<file path="config.mk">
export PLATFORM = sky130hd
export DESIGN_NAME = flat_xlate_unit
export DESIGN_NICKNAME = d
export VERILOG_FILES = /design/src/rtl/xlate_pkg.sv /design/src/rtl/xlate_decode.sv /design/src/rtl/xlate_entry_cache.sv /design/src/rtl/xlate_ctrl.sv /design/src/rtl/flat_xlate_unit.sv
export SDC_FILE = /design/constraint.sdc
export NUM_CORES = 1
export LEC_CHECK = 0
export CAP_MARGIN = 40
export CORE_MARGIN = 5
export CORE_UTILIZATION = 40
export CTS_CLUSTER_SIZE = 8
export DETAILED_ROUTE_END_ITERATION = 8
export PLACE_DENSITY = 0.67
export SKIP_LAST_GASP = 1
export SLEW_MARGIN = 25
export SYNTH_ARGS = -nofsm -noshare
export SYNTH_HDL_FRONTEND = slang
export SYNTH_SLANG_ARGS = --single-unit
</file>
<file path="constraint.sdc">
create_clock -name clk -period 6.2 [get_ports clk]
set_input_delay 1.24 -clock clk [delete_from_list [all_inputs] [get_ports clk]]
set_output_delay 1.24 -clock clk [all_outputs]
set_load 0.005 [all_outputs]
</file>
<file path="src/rtl/xlate_pkg.sv">
package xlate_pkg;
  localparam int PAGE_SHIFT  = 12;
  localparam int ENTRY_SHIFT = 3;
  localparam int PTE_W       = 64;

  localparam int PTE_VALID = 0;
  localparam int PTE_SYS   = 1;
  localparam int PTE_SNOOP = 2;
  localparam int PTE_READ  = 5;
  localparam int PTE_WRITE = 6;

  typedef enum logic [1:0] {
    KIND_PASS    = 2'd0,
    KIND_XLATE   = 2'd1,
    KIND_DEFAULT = 2'd2,
    KIND_DROP    = 2'd3
  } rsp_kind_e;

  typedef enum logic [1:0] {
    REGION_PASS,
    REGION_FLAT,
    REGION_UNMAPPED
  } region_e;

  typedef enum logic [1:0] {
    ST_IDLE,
    ST_ISSUE,
    ST_WAIT
  } xst_e;

  function automatic logic pte_allows(input logic [PTE_W-1:0] pte, input logic wr);
    pte_allows = pte[PTE_VALID] && (wr ? pte[PTE_WRITE] : pte[PTE_READ]);
  endfunction
endpackage

</file>
<file path="src/rtl/xlate_decode.sv">
module xlate_decode
  import xlate_pkg::*;
#(
  parameter int AW = 40,
  localparam int IW = AW - PAGE_SHIFT
) (
  input  logic [AW-1:0] addr,
  input  logic          xlate_on,
  input  logic [AW-1:0] flat_start,
  input  logic [AW-1:0] flat_end,
  input  logic [AW-1:0] sys_low,
  input  logic [AW-1:0] sys_high,
  output region_e       region,
  output logic [IW-1:0] page_idx
);
  logic          in_flat;
  logic          in_sys;
  logic [AW-1:0] offset;

  assign in_flat  = (addr >= flat_start) && (addr <= flat_end);
  assign in_sys   = (addr >= sys_low) && (addr <= sys_high);
  assign offset   = addr - flat_start;
  assign page_idx = offset[AW-1:PAGE_SHIFT];

  always_comb begin
    if (!xlate_on)    region = REGION_PASS;
    else if (in_flat) region = REGION_FLAT;
    else if (in_sys)  region = REGION_PASS;
    else              region = REGION_UNMAPPED;
  end
endmodule

</file>
<file path="src/rtl/xlate_entry_cache.sv">
module xlate_entry_cache
  import xlate_pkg::*;
#(
  parameter int IW = 28
) (
  input  logic             clk,
  input  logic             rst_n,
  input  logic             flush,
  input  logic             fill_en,
  input  logic [IW-1:0]    fill_idx,
  input  logic [PTE_W-1:0] fill_pte,
  input  logic [IW-1:0]    look_idx,
  output logic             hit,
  output logic [PTE_W-1:0] hit_pte
);
  logic             vld_q, vld_d;
  logic [IW-1:0]    tag_q;
  logic [PTE_W-1:0] pte_q;

  always_comb begin
    vld_d = vld_q;
    if (flush)        vld_d = 1'b0;
    else if (fill_en) vld_d = 1'b1;
  end

  always_ff @(posedge clk or negedge rst_n) begin
    if (!rst_n) vld_q <= 1'b0;
    else        vld_q <= vld_d;
  end

  always_ff @(posedge clk) begin
    if (fill_en) begin
      tag_q <= fill_idx;
      pte_q <= fill_pte;
    end
  end

  assign hit     = vld_q && (tag_q == look_idx);
  assign hit_pte = pte_q;
endmodule

</file>
<file path="src/rtl/xlate_ctrl.sv">
module xlate_ctrl
  import xlate_pkg::*;
#(
  parameter int AW = 40,
  localparam int IW = AW - PAGE_SHIFT
) (
  input  logic             clk,
  input  logic             rst_n,
  input  logic             req_valid,
  input  logic [AW-1:0]    req_addr,
  input  logic             req_write,
  output logic             req_ready,
  input  region_e          region,
  input  logic [IW-1:0]    page_idx,
  input  logic [AW-1:0]    table_base,
  input  logic [AW-1:0]    default_addr,
  input  logic             cache_hit,
  input  logic [PTE_W-1:0] cache_pte,
  output logic             fill_en,
  output logic [IW-1:0]    fill_idx,
  output logic             mem_req,
  output logic [AW-1:0]    mem_addr,
  input  logic             mem_rvalid,
  input  logic [PTE_W-1:0] mem_rdata,
  output logic             rsp_valid,
  output logic [AW-1:0]    rsp_addr,
  output logic [1:0]       rsp_kind,
  output logic             rsp_system,
  output logic             rsp_snoop,
  output logic             fault_sticky
);
  xst_e            st_q, st_d;
  logic            hold_en;
  logic [AW-1:0]   hold_addr_q;
  logic            hold_wr_q;
  logic [IW-1:0]   hold_idx_q;
  logic [AW-1:0]   idx_ext;

  logic            in_wait;
  logic [AW-1:0]   sel_addr;
  logic            sel_wr;
  logic [PTE_W-1:0] sel_pte;
  logic            sel_ok;

  rsp_kind_e       ok_kind, deny_kind, kind_d;
  logic [AW-1:0]   ok_addr, deny_addr, addr_d;
  logic            rsp_v_d, sys_d, snp_d, fault_d, fault_q;
  logic            use_deny, use_pass;

  assign req_ready = (st_q == ST_IDLE);
  assign mem_req   = (st_q == ST_ISSUE);
  assign idx_ext   = AW'(hold_idx_q);
  assign mem_addr  = table_base + (idx_ext << ENTRY_SHIFT);
  assign in_wait   = (st_q == ST_WAIT);
  assign fill_en   = in_wait && mem_rvalid;
  assign fill_idx  = hold_idx_q;

  assign sel_addr = in_wait ? hold_addr_q : req_addr;
  assign sel_wr   = in_wait ? hold_wr_q   : req_write;
  assign sel_pte  = in_wait ? mem_rdata   : cache_pte;
  assign sel_ok   = pte_allows(sel_pte, sel_wr);

  assign ok_kind   = KIND_XLATE;
  assign ok_addr   = {sel_pte[AW-1:PAGE_SHIFT], sel_addr[PAGE_SHIFT-1:0]};
  assign deny_kind = sel_wr ? KIND_DROP : KIND_DEFAULT;
  assign deny_addr = sel_wr ? '0 : default_addr;

  always_comb begin
    st_d     = st_q;
    rsp_v_d  = 1'b0;
    hold_en  = 1'b0;
    use_deny = 1'b0;
    use_pass = 1'b0;
    unique case (st_q)
      ST_IDLE: begin
        if (req_valid) begin
          unique case (region)
            REGION_PASS: begin
              rsp_v_d  = 1'b1;
              use_pass = 1'b1;
            end
            REGION_UNMAPPED: begin
              rsp_v_d  = 1'b1;
              use_deny = 1'b1;
            end
            default: begin
              if (cache_hit) begin
                rsp_v_d  = 1'b1;
                use_deny = !sel_ok;
              end else begin
                hold_en = 1'b1;
                st_d    = ST_ISSUE;
              end
            end
          endcase
        end
      end
      ST_ISSUE: st_d = ST_WAIT;
      default: begin
        if (mem_rvalid) begin
          rsp_v_d  = 1'b1;
          use_deny = !sel_ok;
          st_d     = ST_IDLE;
        end
      end
    endcase
  end

  always_comb begin
    if (use_pass) begin
      kind_d = KIND_PASS;
      addr_d = sel_addr;
      sys_d  = 1'b0;
      snp_d  = 1'b0;
    end else if (use_deny) begin
      kind_d = deny_kind;
      addr_d = deny_addr;
      sys_d  = 1'b0;
      snp_d  = 1'b0;
    end else begin
      kind_d = ok_kind;
      addr_d = ok_addr;
      sys_d  = sel_pte[PTE_SYS];
      snp_d  = sel_pte[PTE_SNOOP];
    end
    fault_d = fault_q | (rsp_v_d && (kind_d == KIND_DROP));
  end

  always_ff @(posedge clk or negedge rst_n) begin
    if (!rst_n) begin
      st_q      <= ST_IDLE;
      rsp_valid <= 1'b0;
      fault_q   <= 1'b0;
    end else begin
      st_q      <= st_d;
      rsp_valid <= rsp_v_d;
      fault_q   <= fault_d;
    end
  end

  always_ff @(posedge clk) begin
    if (hold_en) begin
      hold_addr_q <= req_addr;
      hold_wr_q   <= req_write;
      hold_idx_q  <= page_idx;
    end
    if (rsp_v_d) begin
      rsp_addr   <= addr_d;
      rsp_kind   <= kind_d;
      rsp_system <= sys_d;
      rsp_snoop  <= snp_d;
    end
  end

  assign fault_sticky = fault_q;
endmodule

</file>
<file path="src/rtl/flat_xlate_unit.sv">
module flat_xlate_unit
  import xlate_pkg::*;
#(
  parameter int AW = 40
) (
  input  logic          clk,
  input  logic          rst_n,
  input  logic          cfg_global_en,
  input  logic          cfg_ctx_en,
  input  logic          cfg_flush,
  input  logic [AW-1:0] cfg_table_base,
  input  logic [AW-1:0] cfg_flat_start,
  input  logic [AW-1:0] cfg_flat_end,
  input  logic [AW-1:0] cfg_sys_low,
  input  logic [AW-1:0] cfg_sys_high,
  input  logic [AW-1:0] cfg_default_addr,
  input  logic          req_valid,
  output logic          req_ready,
  input  logic [AW-1:0] req_addr,
  input  logic          req_write,
  output logic          mem_req,
  output logic [AW-1:0] mem_addr,
  input  logic          mem_rvalid,
  input  logic [63:0]   mem_rdata,
  output logic          rsp_valid,
  output logic [AW-1:0] rsp_addr,
  output logic [1:0]    rsp_kind,
  output logic          rsp_system,
  output logic          rsp_snoop,
  output logic          fault_sticky
);
  localparam int IW = AW - PAGE_SHIFT;

  region_e          region;
  logic [IW-1:0]    page_idx;
  logic             cache_hit;
  logic [PTE_W-1:0] cache_pte;
  logic             fill_en;
  logic [IW-1:0]    fill_idx;

  xlate_decode #(.AW(AW)) i_decode (
    .addr       (req_addr),
    .xlate_on   (cfg_global_en && cfg_ctx_en),
    .flat_start (cfg_flat_start),
    .flat_end   (cfg_flat_end),
    .sys_low    (cfg_sys_low),
    .sys_high   (cfg_sys_high),
    .region     (region),
    .page_idx   (page_idx)
  );

  xlate_entry_cache #(.IW(IW)) i_cache (
    .clk      (clk),
    .rst_n    (rst_n),
    .flush    (cfg_flush),
    .fill_en  (fill_en),
    .fill_idx (fill_idx),
    .fill_pte (mem_rdata),
    .look_idx (page_idx),
    .hit      (cache_hit),
    .hit_pte  (cache_pte)
  );

  xlate_ctrl #(.AW(AW)) i_ctrl (
    .clk          (clk),
    .rst_n        (rst_n),
    .req_valid    (req_valid),
    .req_addr     (req_addr),
    .req_write    (req_write),
    .req_ready    (req_ready),
    .region       (region),
    .page_idx     (page_idx),
    .table_base   (cfg_table_base),
    .default_addr (cfg_default_addr),
    .cache_hit    (cache_hit),
    .cache_pte    (cache_pte),
    .fill_en      (fill_en),
    .fill_idx     (fill_idx),
    .mem_req      (mem_req),
    .mem_addr     (mem_addr),
    .mem_rvalid   (mem_rvalid),
    .mem_rdata    (mem_rdata),
    .rsp_valid    (rsp_valid),
    .rsp_addr     (rsp_addr),
    .rsp_kind     (rsp_kind),
    .rsp_system   (rsp_system),
    .rsp_snoop    (rsp_snoop),
    .fault_sticky (fault_sticky)
  );
endmodule

</file>
==> impl_metrics.csv, run 1 <==
group,metric,value,unit
synthesis,synth_area,15290,um2
floorplan,initial_core_util,40.60,%
cts,clkTransAtPathRegs,0.07,ns
timing,rsz0062_at_grt,"yes",
cts,cts_tree,"built",
hold_path,hold_path_depth,0,
setup_path,reg2reg_depth,14,
synthesis,synth_top_cell_by_area,"edfxtp_1",
finish,stdcell_area,21350,um2
synthesis,ys_seq_area_share,34.99,%
setup_path,crit_required,4.96,ns
cts,cts_root_buf,"clkbuf_16",
finish,num-fill-cells,3361,
drt,drc,0,
finish,nNetsFinal,2611,
timing,fin_crit_sh,97.07,%
global_route,grt_pass1_vias,14340,
power,leakage,0.008940,uW
finish,multi_input_area,9084,um2
synthesis,synthTopCellsByCount,"188 x ha_1, 182 x inv_1, 174 x edfxtp_1",
placement,io_buffers,402,
hold_path,hold_path.class,"reg -> reg",
finish,layout.cells.non_filler,2604,
finish,syn2layout_area_growth,39.60,%
cts,cts.sinks,179,
synthesis,synth.area.top_cells,"edfxtp_1 34%, ha_1 15%, inv_1 4.5%",
setup_path,start_kind,"primary input",
global_route,grt_pass1_wl,82910,um
run,maxCapViolCount,0,
synthesis,yosysMostFrequentCell,"ha_1",
floorplan,die_y,205.5,um
cts,cts_buffer_depth,2,
placement,placedInstanceArea,20680,um2
cts,clk_latency,0.44,ns
drt,drt_pass1_iterations,5,
timing,relSlewSlack,43.19,%
floorplan,dieArea,42240,um2
timing,tightest_slew,0.8522,ns
timing,skew,0.01836,ns
synthesis,ys_types,88,
global_route,grt_max_degree,67,
placement,dpl.hpwl,46840,um
synthesis,avgSynthCellArea,9.630,um2
timing,hold_viol_final,0,
setup_path,crit_arrival,4.78,ns
synthesis,syn_nets,2129,
placement,placedCellCount,2561,
floorplan,rows,71,
global_route,antenna_found_initial,9,
power,power.density,234.4,nW/um2
drt,via_count,14580,
setup_path,cp-end-kind,"primary output",
drt,routed_via_density,5.599,
global_route,grt_usage,25.60,%
power,peakVddDrop,0.1616,mV
placement,gp_congestion,0.9551,
setup_path,reg2reg_slack,1.96,ns
timing,drv_slew,0,
floorplan,fp.dieW,205.5,um
timing,final.min_clock_period,6.018,ns
cts,holdBufCountCts,0,
synthesis,synthCells,1588,
timing,setup_tns,0,ns
drt,drt_iter0_drc,1031,
power,p_total,5003,uW
status,status,"finished, final reports clean",
timing,timing.fmax,166.2,MHz
drt,wirelength,56760,um
synthesis,synth-edff-count,174,
synthesis,ys_warn_count,0,
timing,setup_viol,0,
floorplan,io_pins,440,
drt,wl_per_cell,21.80,um
cts,htree_levels,4,
synthesis,ys_ff_latch,179,
finish,seqCellArea,5350,um2
setup_path,worstPathMaxFanout,4,
global_route,gr-total-overflow,0,
floorplan,coreArea,37670,um2
finish,drive_above_1_share,10.18,%
synthesis,synthFlopType,"edfxtp_1",
setup_path,crit_type,"in -> out",
drt,ant_nets,0,
synthesis,yosysTopAreaCellShare,34.17,%
synthesis,synthArstFlopShare,2.793,%
cts,numCtsBuffers,17,
## final timing paths
path | to | start
min reg2reg | i_cache.tag_q[7]$_DFFE_PP_ | i_ctrl.fill_idx[7]$_DFFE_PP_
min | i_cache.tag_q[7]$_DFFE_PP_ | i_ctrl.fill_idx[7]$_DFFE_PP_
min in group asynchronous | i_ctrl.st_q[1]$_DFFE_PN0P_ | rst_n
max reg2reg | i_ctrl.rsp_addr[38]$_DFFE_PP_ | i_cache.tag_q[26]$_DFFE_PP_
max | mem_addr[31] | cfg_table_base[3]
max in group asynchronous | i_ctrl.rsp_valid$_DFF_PN0_ | rst_n
## routing by layer
metal / vias to the layer above / wire (um) / track usage, %
met5: - / 28 / 0
met4: 6 / 1528 / 8.397
met3: 89 / 3748 / 4.066
met2: 569 / 26910 / 43.00
met1: 6986 / 24550 / 33.83
li1: 6931 / - / -
## registers in the layout (all words and copies together), names as in the netlist
name                 cells
i_ctrl.st_q              2
i_cache.tag_q           28
i_ctrl.hold_wr_q         1
i_ctrl.fault_sticky      1
i_cache.vld_q            1
i_ctrl.fill_idx         28
i_ctrl.rsp_kind          2
i_ctrl.rsp_addr         40
i_ctrl.rsp_snoop         1
i_ctrl.rsp_valid         1
i_ctrl.hold_addr_q      40
i_cache.hit_pte         33
i_ctrl.rsp_system        1
## repair_timing
action | 4_1_cts | 5_1_grt
buffers inserted | 1 | 0
resized for setup | 10 | 14
pin swaps | 4 | 1
endpoints found under the setup margin | 9 | 114
## cells in the final DEF, fill, tap and decap left out, types with 6 or more instances in the layout
| cell | count |
|---|---|
| a2111oi_0 | 8 |
| a211oi_1 | 12 |
| a21o_1 | 64 |
| a21oi_1 | 98 |
| a21oi_2 | 7 |
| a31oi_1 | 12 |
| and2_1 | 7 |
| and3_1 | 14 |
| buf_12 | 7 |
| buf_4 | 109 |
| clkbuf_16 | 17 |
| clkdlybuf4s50_1 | 394 |
| diode_2 | 11 |
| edfxtp_1 | 174 |
| ha_1 | 188 |
| inv_1 | 182 |
| mux2i_1 | 46 |
| nand2_1 | 77 |
| nand2b_1 | 38 |
| nand3_1 | 51 |
| nand3_2 | 7 |
| nand4_1 | 44 |
| nor2_1 | 76 |
| nor2b_1 | 12 |
| nor3_1 | 24 |
| nor3b_1 | 6 |
| o211ai_1 | 37 |
| o21a_1 | 16 |
| o21ai_0 | 48 |
| o21ai_1 | 8 |
| o21ai_2 | 9 |
| o21bai_1 | 8 |
| o311ai_0 | 26 |
| or2_2 | 9 |
| or3_1 | 8 |
| or4_1 | 8 |
| xnor2_1 | 51 |
| xnor3_1 | 6 |
| xor2_1 | 26 |
## cell families (layout without fill, tap and decap cells)
kind of cell | Yosys count | count (layout) | share of synthesized area [%]
other | 0 | 11 | 0
AND/OR/NAND/NOR | 418 | 418 | 14.60
AO/OA/AOI/OAI | 428 | 428 | 19.59
adder cells (fa/ha/maj) | 189 | 189 | 15.51
buffers and inverters | 238 | 732 | 6.251
flip-flops | 179 | 179 | 34.99
multiplexers | 50 | 50 | 3.297
XOR/XNOR | 86 | 86 | 5.760
## worst max-delay path, cell delays in order
cell and delay (ns):
clkdlybuf4s50_1 0.41, ha_1 0.21, inv_1 0.07, fa_1 0.18
nor2b_1 0.06, o21a_1 0.19, o21ai_2 0.17, a21oi_2 0.09
o21bai_2 0.18, a31oi_2 0.15, a221oi_2 0.26, buf_4 0.15
a21oi_1 0.07, and4_1 0.21, a2111oi_2 0.32, buf_4 0.19
xnor2_1 0.11, clkdlybuf4s50_1 0.51
## stage by stage
step | utilization (%) | hold slack [ns] | setup WS (ns)
2_1_floorplan | - | 0.4307 | 0.3609
4_1_cts | 56.45 | 0.4703 | -0.05407
6_report | 56.68 | 0.4679 | 0.1818
3_5_place_dp | 54.90 | 0.4551 | -0.1283
5_1_grt | 56.66 | 0.4868 | -0.05292
3_3_place_gp | 54.90 | 0.4571 | -0.09718
## layout make-up
type	count	area share, %
clock buffer	17	1.993
timing repair buffer	518	23.36
multi-input combinational	1171	42.55
sequential	179	25.06
antenna	11	0.1289
clock inverter	14	0.6857
inverter	183	3.224
tap	511	2.995
## report_power, final
group / internal [uW] / switching [uW]
Combinational: 1080 / 1120
Clock: 535 / 573
Sequential: 1620 / 68.0
Note: power is estimated with default switching activity, not from simulation.
==> inputs of run 2 (changes only) <==
Settings changed: SYNTH_HIERARCHICAL set to 1.
==> impl_metrics.csv, run 2 <==
group,metric,value,unit
hold_path,hold_start,"i_ctrl/fill_idx[23]$_DFFE_PP_",
setup_path,worstPathMaxFanout,44,
floorplan,dieArea,39400,um2
setup_path,cp_top_family,"compound AO/OA/AOI/OAI gates",
cts,clkTransAtPathRegs,0.07,ns
setup_path,cp-end-kind,"register",
timing,relSlewSlack,45.79,%
floorplan,initial_core_util,40.25,%
floorplan,coreArea,35310,um2
setup_path,startpoint,"req_addr[18]",
finish,final_common_cell,"clkdlybuf4s50_1",
floorplan,rows,69,
global_route,globalRouteMet2Util,45.06,%
timing,setup_tns,0,ns
timing,drv_slew,0,
power,power.density,239.4,nW/um2
synthesis,syn_nets,2047,
finish,syn2layout_area_growth,43.18,%
setup_path,max_stage_delay,0.53,ns
cts,holdBufCountCts,0,
setup_path,r2r-start,"i_cache/tag_q[0]$_DFFE_PP_",
finish,drive_above_1_share,10.01,%
setup_path,crit_arrival,6.17,ns
placement,gp_congestion,0.9660,
finish,nNetsFinal,2546,
global_route,grt_pass1_wl,79040,um
floorplan,fp.dieW,198.5,um
global_route,grt_usage,26.18,%
timing,fin_crit_sh,96.49,%
global_route,gr-total-overflow,0,
global_route,grt_util_met1,32.99,%
global_route,antenna_found_initial,11,
drt,via_count,13520,
hold_path,hold_path.class,"reg -> reg",
timing,timing.fmax,167.2,MHz
synthesis,ys_warn_count,6,
global_route,grt.busiest_layer,"met2",
setup_path,crit_chain,"clkdlybuf4s50_1, ha_1, a21o_1, a21oi_1, o221ai_1, a21oi_2, a31oi_2, a31o_4, mux2i_1, a2111oi_2, xnor2_1, nand4_1, nor4_2, buf_4, a41oi_1, o21ai_4, buf_12, a21oi_1, a311oi_1, buf_4, a31oi_1",
floorplan,die_y,198.5,um
placement,io_buffers,402,
power,peakVddDrop,0.1929,mV
timing,final.min_clock_period,5.982,ns
drt,wirelength,52990,um
global_route,grt_max_degree,57,
status,status,"finished, final reports clean",
drt,ant_nets,0,
setup_path,start_kind,"primary input",
cts,numCtsBuffers,17,
cts,clk_latency,0.45,ns
setup_path,crit_path_top_delay_cell,"a2111oi_2",
drt,wl_per_cell,21.32,um
setup_path,crit_type,"in -> reg",
power,leakage,0.008697,uW
synthesis,synthCells,1506,
floorplan,io_pins,440,
cts,cts_tree,"built",
finish,layout.cells.non_filler,2485,
timing,rsz0062_at_grt,"no",
synthesis,synth_area,14210,um2
drt,drc,0,
synthesis,avgSynthCellArea,9.437,um2
run,maxCapViolCount,0,
drt,drt_pass1_iterations,7,
cts,cts_root_buf,"clkbuf_16",
global_route,use_met3,4.912,%
setup_path,cp_num_buf_inv,4,
drt,routed_via_density,5.439,
timing,tightest_slew,0.8132,ns
placement,dpl.hpwl,43740,um
drt,drt_iter0_drc,861,
cts,cts.sinks,179,
placement,placedCellCount,2446,
cts,htree_levels,4,
finish,layout_common_cells,"402 x clkdlybuf4s50_1, 188 x ha_1, 182 x nand2_1",
cts,cts_buffer_depth,2,
setup_path,crit_required,6.39,ns
timing,setup_viol,0,
timing,skew,0.01213,ns
timing,hold_viol_final,0,
global_route,grt_pass1_vias,13740,
run 2: final cells by class:
type	instances	area, um2
antenna	6	15.01
timing repair buffer	535	5117
inverter	171	641.9
multi-input combinational	1101	8056
clock buffer	18	429.2
tap	461	576.8
sequential	179	5350
clock inverter	14	162.7
fill	3131	14960
run 2: worst paths after layout:
kind / end / slack, ns / depth (start not counted)
worst max-delay path: i_ctrl/rsp_addr[20]$_DFFE_PP_ / 0.22 / 21
min in group asynchronous: i_ctrl/st_q[1]$_DFFE_PN0P_ / 1.02 / 1
worst min register to register: i_cache/tag_q[23]$_DFFE_PP_ / 0.46 / 0
worst max register to register: i_ctrl/rsp_addr[20]$_DFFE_PP_ / 3.26 / 13
worst min-delay path: i_cache/tag_q[23]$_DFFE_PP_ / 0.46 / 0
max in group asynchronous: i_cache/vld_q$_DFFE_PN0P_ / 4.96 / 1
run 2: report_power, final:
| group | internal [uW] | switching [uW] | total [uW] |
|---|---|---|---|
| sequential | 1620 | 74.0 | 1700 |
| combinational | 1040 | 1020 | 2060 |
| clock | 576 | 543 | 1120 |
run 2: timing repair:
action | 4_1_cts | 5_1_grt
endpoints found under the hold margin | 0 | 0
gates resized for setup | 0 | 4
setup endpoints to repair | 0 | 2
setup buffers | 0 | 1
run 2: routing by layer:
metal,part of all wire (%),up-vias
met5,0.14,-
met4,3.5,10
met3,6.1,85
met2,48,496
met1,42,6360
li1,-,6566
run 2: stage by stage:
stage                     util, %  worst slack (ns)  power (uW)  instance area (um2)  hold slack (ns)
after global routing        57.63           0.02049        5129                20350           0.4850
after CTS                   57.50            0.1999        4893                20300           0.4684
after detailed placement    55.82           -0.2530        3764                19710           0.4588
after floorplan                 -            0.2819        2644                14220           0.4334
final                       57.63            0.2176        4872                20350           0.4647
after global placement      55.75           -0.2824        3715                19680           0.4475
==> inputs of run 3 (changes only) <==
Settings changed: CAP_MARGIN 40 to 20, CTS_BUF_LIST set to sky130_fd_sc_hd__clkbuf_16.
==> impl_metrics.csv, run 3 (synthesized netlist as in run 2, its figures left out) <==
group,metric,value,unit
cts,cts.sinks,179,
drt,drc,0,
timing,fin_crit_sh,96.80,%
floorplan,fp.dieW,198.5,um
setup_path,crit_arrival,6.20,ns
cts,cts_tree,"built",
floorplan,coreArea,35310,um2
floorplan,die_y,198.5,um
run,maxCapViolCount,0,
drt,wl_per_cell,21.39,um
cts,clk_latency,0.45,ns
power,internal_power,3192,uW
hold_path,hold_path.class,"reg -> reg",
cts,clkTransAtPathRegs,0.08,ns
setup_path,start_kind,"primary input",
drt,drt_iter0_drc,799,
timing,skew,0.01671,ns
placement,gp_congestion,0.9660,
drt,wirelength,53120,um
timing,relSlewSlack,31.14,%
power,pwr-share-seq,35.0,%
timing,setup_viol,0,
global_route,grt_pass1_vias,13950,
power,power.density,238.4,nW/um2
global_route,antenna_found_initial,13,
timing,tightest_slew,1.031,ns
timing,timing.fmax,166.6,MHz
drt,dr_wl_met3,3168,um
drt,highest_layer,"met5",
cts,numCtsBuffers,17,
finish,drive_above_1_share,10.06,%
timing,setup_tns,0,ns
status,status,"finished, final reports clean",
power,switching_share,34.15,%
finish,nNetsFinal,2545,
timing,drv_slew,0,
drt,met2WireLength,25720,um
placement,io_buffers,402,
global_route,gr-total-overflow,0,
global_route,grt_pass1_wl,79690,um
timing,final.min_clock_period,6.001,ns
finish,multi_input_area,8073,um2
setup_path,cp-end-kind,"register",
setup_path,worstPathMaxFanout,44,
finish,syn2layout_area_growth,43.08,%
drt,drt_pass1_iterations,5,
cts,cts_buffer_depth,2,
finish,seqCellArea,5350,um2
cts,htree_levels,4,
setup_path,crit_type,"in -> reg",
power,clkPwrFrac,22.8,%
global_route,grt_usage,26.31,%
floorplan,initial_core_util,40.25,%
finish,final_common_cell,"clkdlybuf4s50_1",
timing,layout_setup_ws,0.1985,ns
finish,layout_common_cells,"402 x clkdlybuf4s50_1, 187 x ha_1, 182 x nand2_1",
power,power.switching,1656,uW
setup_path,crit_required,6.40,ns
power,peakVddDrop,0.1947,mV
floorplan,rows,69,
timing,hold_viol_final,0,
placement,dp_slack,-0.2895,ns
power,leakage,0.008685,uW
drt,routed_via_density,5.459,
power,p_total,4848,uW
drt,drt-met1-wl,22050,um
global_route,grt_max_degree,57,
finish,num-fill-cells,3114,
cts,cts_root_buf,"clkbuf_16",
placement,dpl.hpwl,43640,um
power,share_comb_of_total_power,42.2,%
floorplan,dieArea,39400,um2
drt,via_count,13560,
floorplan,io_pins,440,
drt,ant_nets,0,
run 3: cell count changes in the layout (fill, tap and decap cells not counted), sizes merged:
cell / before / now
buf: 133 / 132
bufinv: 1 / 0
clkbuf: 18 / 17
clkinv: 5 / 6
inv: 178 / 179
run 3: what timing repair did:
| item | CTS | global route |
|---|---|---|
| endpoints found under the setup margin | 0 | 5 |
| buffers inserted | 0 | 1 |
| resized for setup | 0 | 7 |
| hold buffers | 0 | 0 |
run 3: worst max-delay path, cell delays in order:
cell             delay (ns)
clkdlybuf4s50_1        0.53
ha_1                   0.39
a211oi_1               0.26
nor2_1                 0.09
a211oi_2               0.23
buf_4                  0.17
a31oi_1                0.10
buf_4                  0.18
o21ai_0                0.14
nand2b_1               0.10
buf_4                  0.14
a221oi_1               0.32
xnor2_1                0.16
xor2_1                 0.18
nor3_1                 0.24
nand4_1                0.14
nor4_2                 0.15
buf_4                  0.18
a41oi_1                0.17
o21ai_4                0.19
buf_12                 0.24
a21oi_1                0.08
a311oi_2               0.34
buf_4                  0.17
a31oi_1                0.03
run 3: layer usage:
| layer | track usage, % | up-vias |
|---|---|---|
| li1 | - | 6562 |
| met1 | 32.75 | 6388 |
| met2 | 44.79 | 497 |
| met3 | 5.081 | 101 |
| met4 | 11.25 | 12 |
| met5 | 0 | - |
run 3: layout make-up:
| type | instances | share of cell area, % |
|---|---|---|
| Timing Repair Buffer | 534 | 25.03 |
| Clock buffer | 17 | 2.092 |
| Tap cell | 461 | 2.837 |
| Multi-Input combinational cell | 1101 | 39.70 |
| Antenna cell | 6 | 0.07384 |
| Sequential cell | 179 | 26.31 |
| Inverter | 171 | 3.157 |
| Clock inverter | 15 | 0.7999 |
run 3: path summary, 6_finish.rpt:
path                            slack, ns                       endpoint                          start  cells after the start
max in group asynchronous            4.98     i_ctrl/st_q[1]$_DFFE_PN0P_                          rst_n                      1
min in group asynchronous            1.01     i_ctrl/rsp_valid$_DFF_PN0_                          rst_n                      1
worst min register to register       0.47    i_cache/tag_q[23]$_DFFE_PP_  i_ctrl/fill_idx[23]$_DFFE_PP_                      0
worst max register to register       2.97  i_ctrl/rsp_addr[13]$_DFFE_PP_     i_ctrl/st_q[1]$_DFFE_PN0P_                      9
worst min-delay path                 0.47    i_cache/tag_q[23]$_DFFE_PP_  i_ctrl/fill_idx[23]$_DFFE_PP_                      0
worst max-delay path                 0.20  i_ctrl/rsp_addr[23]$_DFFE_PP_                   req_addr[11]                     25
run 3: through the flow:
step,cell area (um2),hold slack [ns],utilization (%),std cells
floorplan,14220,0.4334,-,1506
global placement,19680,0.4475,55.75,2445
detailed placement,19680,0.4530,55.75,2445
CTS,20270,0.4669,57.41,2477
global route,20330,0.4777,57.59,2484
finish,20330,0.4667,57.59,2484
run 3: power by group through the flow:
stage	Sequential [uW]	Clock, uW	Combinational [uW]
floorplan	1730	0	910
global placement	1720	0	2000
detailed placement	1720	0	2030
CTS	1700	1120	2040
global route	1720	1180	2210
finish	1700	1100	2050
